==> src/rtl/nco_pkg.sv <==
// nco_pkg: default sizes shared by the NCO strobe generator and its bench.
// Assumes nothing; it only holds constants.
package nco_pkg;
    localparam int unsigned DEF_ACC_W      = 24;
    localparam int unsigned DEF_DIV_STAGES = 4;
endpackage

==> src/rtl/nco_phase_accum.sv <==
// nco_phase_accum: N-bit phase register that adds a step word on enabled
// cycles. It exposes the combinational wrap (enable & carry) for same-edge
// consumers and a registered one-cycle strobe.
// Assumes: synchronous active-low reset; step may change on any cycle.
module nco_phase_accum #(
    parameter int unsigned ACC_W = nco_pkg::DEF_ACC_W
) (
    input  logic             clk,
    input  logic             rst_n,
    input  logic             enable,
    input  logic [ACC_W-1:0] step,
    output logic [ACC_W-1:0] phase_q,
    output logic             wrap_now,
    output logic             wrap_q
);
    localparam int unsigned SUM_W = ACC_W + 1;

    logic [SUM_W-1:0] sum_ext;

    // Widened sum: the top bit is the carry out of the phase addition.
    always_comb begin
        sum_ext  = {1'b0, phase_q} + {1'b0, step};
        wrap_now = enable & sum_ext[ACC_W];
    end

    // Phase register and registered wrap strobe.
    always_ff @(posedge clk) begin
        if (!rst_n) begin
            phase_q <= '0;
            wrap_q  <= 1'b0;
        end else if (enable) begin
            phase_q <= sum_ext[ACC_W-1:0];
            wrap_q  <= sum_ext[ACC_W];
        end else begin
            wrap_q  <= 1'b0;
        end
    end

    AST_HOLD_IDLE: assert property (@(posedge clk) disable iff (!rst_n)
        !enable |=> ($stable(phase_q) && !wrap_q));

    AST_ZERO_STEP_QUIET: assert property (@(posedge clk) disable iff (!rst_n)
        (enable && step == '0) |=> !wrap_q);
endmodule

==> src/rtl/nco_div_chain.sv <==
// nco_div_chain: ripple-free chain of divide-by-2 stages driven by a
// wrap pulse. Stage i toggles when the wrap arrives and all lower stages
// are high, so the chain holds the wrap count mod 2^STAGES.
// Assumes: wrap_in is already gated by the accumulator enable.
module nco_div_chain #(
    parameter int unsigned STAGES = nco_pkg::DEF_DIV_STAGES
) (
    input  logic              clk,
    input  logic              rst_n,
    input  logic              wrap_in,
    output logic [STAGES-1:0] stage_q
);
    logic [STAGES:0] tgl;

    // Toggle chain seed: the wrap pulse enables the first stage.
    always_comb tgl[0] = wrap_in;

    for (genvar i = 0; i < STAGES; i++) begin : g_stage
        // Pass the toggle on only when this stage is high.
        always_comb tgl[i+1] = tgl[i] & stage_q[i];

        // One divide-by-2 flop per stage.
        always_ff @(posedge clk) begin
            if (!rst_n)
                stage_q[i] <= 1'b0;
            else if (tgl[i])
                stage_q[i] <= ~stage_q[i];
        end
    end

    AST_FIRST_STAGE_TOGGLES: assert property (@(posedge clk) disable iff (!rst_n)
        wrap_in |=> (stage_q[0] != $past(stage_q[0])));

    AST_CHAIN_HOLDS: assert property (@(posedge clk) disable iff (!rst_n)
        !wrap_in |=> $stable(stage_q));
endmodule

==> src/rtl/nco_strobe_gen.sv <==
// nco_strobe_gen: top of the NCO variable-rate strobe generator. The
// accumulator wraps at an average rate of f_clk*step/2^ACC_W; each wrap gives a
// one-cycle strobe and advances a divide-by-2 chain that gives lower-jitter rates.
// Assumes: single clock domain, synchronous active-low reset.
module nco_strobe_gen #(
    parameter int unsigned ACC_W      = nco_pkg::DEF_ACC_W,
    parameter int unsigned DIV_STAGES = nco_pkg::DEF_DIV_STAGES
) (
    input  logic                  clk,
    input  logic                  rst_n,
    input  logic                  enable,
    input  logic [ACC_W-1:0]      step,
    output logic                  strobe,
    output logic [ACC_W-1:0]      phase,
    output logic [DIV_STAGES-1:0] div_out
);
    logic wrap_now;
    logic wrap_q;

    nco_phase_accum #(.ACC_W(ACC_W)) u_accum (
        .clk     (clk),
        .rst_n   (rst_n),
        .enable  (enable),
        .step    (step),
        .phase_q (phase),
        .wrap_now(wrap_now),
        .wrap_q  (wrap_q)
    );

    nco_div_chain #(.STAGES(DIV_STAGES)) u_div (
        .clk    (clk),
        .rst_n  (rst_n),
        .wrap_in(wrap_now),
        .stage_q(div_out)
    );

    // Strobe output straight from the registered wrap.
    always_comb strobe = wrap_q;

    AST_STROBE_MATCHES_WRAP: assert property (@(posedge clk) disable iff (!rst_n)
        enable |=> (strobe == (phase < $past(phase))));

    AST_STROBE_ADVANCES_DIV: assert property (@(posedge clk) disable iff (!rst_n)
        strobe |-> (div_out[0] != $past(div_out[0])));

    AST_RESET_CLEARS: assert property (@(posedge clk)
        !rst_n |=> (phase == '0 && !strobe && div_out == '0));
endmodule

==> config.mk <==
export PLATFORM = sky130hd
export DESIGN_NAME = nco_strobe_gen
export DESIGN_NICKNAME = d
export VERILOG_FILES = /design/src/rtl/nco_pkg.sv /design/src/rtl/nco_phase_accum.sv /design/src/rtl/nco_div_chain.sv /design/src/rtl/nco_strobe_gen.sv
export SDC_FILE = /design/constraint.sdc
export NUM_CORES = 1
export LEC_CHECK = 0
export BUFFER_PORTS_ARGS = -buffer_cell sky130_fd_sc_hd__buf_2
export CORE_MARGIN = 2
export CORE_UTILIZATION = 48
export DETAILED_ROUTE_END_ITERATION = 12
export GPL_ROUTABILITY_DRIVEN = 1
export PLACE_DENSITY = 0.76
export SLEW_MARGIN = 20
export SYNTH_ARGS = -nofsm -noshare
export SYNTH_HDL_FRONTEND = slang
export SYNTH_SLANG_ARGS = --single-unit
==> constraint.sdc <==
create_clock -name clk -period 2.4 [get_ports clk]
set_clock_uncertainty 0.1 [all_clocks]
set_input_delay 0.24 -clock clk [delete_from_list [all_inputs] [get_ports clk]]
set_output_delay 0.24 -clock clk [all_outputs]
set_load 0.03 [all_outputs]
==> impl_metrics.toml <==
[worst_setup_path]
critPathKind = "reg2reg"
path_buf_inv = 0
cpMostUsedCell = "a211oi_2"
critical_path_required_ns = 2.46
cp_top_family = "compound AO/OA/AOI/OAI gates"
crit_chain = "ha_4, fa_2, a211oi_2, o211ai_2, a211oi_2, a31oi_2, a21o_2, a31oi_4, or3_1, a21oi_1"
endpoint_kind = "register"
cp_slowest_stage_delay_ns = 0.35
cp_max_fo = 8
worst_setup_path_start_kind = "register"
critPathArrivalTime_ns = 2.65
cp_slowest_cell = "dfxtp_4"

[sta]
rsz0062_at_grt = "yes"
fin_crit_sh = 1.08
fin_tns_setup_ns = -1.22
hold_viol = 0
fmax_ghz = 0.386
setup_ws_ns = -0.193
finalCriticalPeriod_ns = 2.59
max_slew.worst_pin.slew_ns = 0.459
final-max-slew-violation-count = 0
slew-limit-headroom = 0.692
setup_viol = 8

[floorplanning]
start_util = 0.506
coreArea_um2 = 4410
dieArea_um2 = 5210
die_height_um = 72.2
rows = 24
io_pins = 56
die_w_um = 72.2

[finish]
filler_cell_count = 391
multi_input_area_um2 = 1720
fin_nets = 403
final_layout_size_suffix_gt1_frac = 0.344
final_cells = 404
ff_latch_area_um2 = 588
utilization = 0.681
n_antenna_cell = 0
areaGrowthSynthToFinish_pct = 34.5

[logic_synthesis]
synth_area_leaders = "dfxtp_1, ha_1, mux2i_1, a21oi_1, nor2_1"
synthArstFlopShare = 0
syn_inst = 267
synth_edf_count = 0
synthDistinctLibCells = 45
yosysSeqAreaShare = 0.260
syn-num-nets = 319
yosysWarnings = 0
yosysTopAreaCellShare = 0.260
ys_ff_latch = 29
ys.flop_type = "dfxtp_1"
synth_largest_area_cell = "dfxtp_1"
synth_area_um2 = 2230
synth_area_per_cell_um2 = 8.36

[drt]
ant_nets = 0
drtIter0Drc = 144
drt-wirelength-per-cell_um = 14.5
routed_wl_mm = 5.88
num_vias = 2303
drc = 0
vias_per_cell = 5.70
first_pass_iters = 4

[grt]
antenna_found_initial = 0
grt_pass1_wl_mm = 9.14
overflow = 0
grt_use_total = 0.218
grt_max_degree = 30
grt_pass1_vias = 2189

[pwr]
vdd_drop_max_mv = 0.340
p_per_area_nw_per_um2 = 722
p_total_uw = 2170
p_leak_uw = 0.00144

[placement]
port_buffers = 55
dpl.hpwl_mm = 4.01
gp_congestion = 0.833
place_ws_ns = -0.265
placed_cells = 387

[clocking]
root_buffer = "clkbuf_8"
cts.reportedPaths.clkPinSlew_ns = 0.07
cts_max_path_buffers = 2
clk_latency_ns = 0.28
htree_levels = 2
cts.sinks = 29
cts_tree = "built"
cts_buffers = 5

[run]
cap_violations = 0

[status]
status = "finished with violations"
violations = "negative setup slack"

[worst_hold_path]
min_path_type = "in2reg"
through the flow:
| stage | area (µm²) | hold slack, ns |
|---|---|---|
| after CTS | 2880 | 0.233 |
| after floorplan | 2260 | 0.391 |
| after detailed placement | 2720 | 0.386 |
| after global placement | 2720 | 0.374 |
| after global routing | 3000 | 0.256 |
| final | 3000 | 0.232 |
flip-flops by register name, summed over array words and instances (netlist names):
register	cells
u_accum.phase_q	24
u_accum.wrap_q	1
u_div.stage_q	4
cell families (layout without fill, tap and decap cells):
kind of cell | count (synthesis) | count (layout) | synth area share
compound gates | 90 | 90 | 0.276
flops | 29 | 29 | 0.260
simple gates | 75 | 75 | 0.161
fa+ha+maj | 25 | 25 | 0.143
xor+xnor | 17 | 17 | 0.0667
mux | 14 | 14 | 0.0627
buf+inv | 17 | 102 | 0.0303
worst paths after layout:
path	depth (start not counted)	end	slack, ns	from
hold reg to reg	2	u_accum.phase_q[22]	0.39	u_accum.phase_q[22]
hold / removal	4	u_accum.phase_q[0]	0.23	step[0]
setup / recovery	10	u_div.stage_q[3]	-0.19	u_accum.phase_q[0]
setup reg to reg	10	u_div.stage_q[3]	-0.19	u_accum.phase_q[0]
metal layers:
layer  vias up  share of wire  track usage
li1       1165              -            -
met1      1067           0.43        0.252
met2        61           0.50        0.403
met3        10          0.050       0.0444
met4         0          0.018       0.0608
met5         -              0            0
synthesized netlist by cell type, drive strengths merged (3+ instances only):
cell type and instances:
clkbuf 5, nand2b 5, o211ai 9, a31oi 5, nor2 27, a21o 11, dfxtp 29, nand4b 3
nand2 17, mux2i 14, inv 7, nand3 7, nor3 3, or3 5, xnor2 10, o21ai 19
ha 24, a21oi 24, xor2 7, a211oi 7, buf 4
cells in the final DEF, fill, tap and decap left out, types with 3 or more instances in the layout:
cell type  Yosys  layout
o21ai_1        0       5
o211ai_1       8       8
nand3_1        7       7
nand2_1       17      17
a211oi_1       5       4
xor2_1         7       7
a21oi_1       24      19
nor2_1        27      27
nand4b_1       3       3
clkbuf_8       0       6
a21o_1         9       9
a21oi_2        0       3
mux2i_1       14      14
inv_1          7       7
o21ai_0       19      13
dfxtp_1       29      25
buf_4          1      30
or3_1          5       5
dfxtp_2        0       3
nor3_1         3       3
ha_1          24      21
buf_2          0      55
ha_4           0       3
nand2b_1       5       5
xnor2_1       10      10
final cells by class:
cell class,count,area share
clock buffers,8,0.0300
flip-flops and latches,29,0.196
repair buffers,86,0.170
multi-input cells,221,0.572
inverters,8,0.0100
well taps,52,0.0217
tightest hold or removal path: stages:
cell and delay (ns):
buf_2 0.10, ha_4 0.12, mux2i_1 0.05, nor2_1 0.07
repair_timing:
| item | 4_1_cts | 5_1_grt |
|---|---|---|
| cloned | 0 | 0 |
| pin swaps | 14 | 20 |
| hold buffers | 0 | 0 |
| gates resized for setup | 10 | 15 |
| endpoints found under the setup margin | 16 | 17 |
| buffers inserted | 4 | 5 |
report_power, final:
| part | switching (µW) | total (µW) | leakage, µW | internal (µW) |
|---|---|---|---|---|
| logic | 645 | 1140 | 0.00116 | 495 |
| registers | 53.1 | 606 | 0.000240 | 553 |
| clock network | 190 | 424 | 0.0000455 | 234 |
| total | 889 | 2170 | 0.00144 | 1280 |
(Power assumes the default switching activity.)
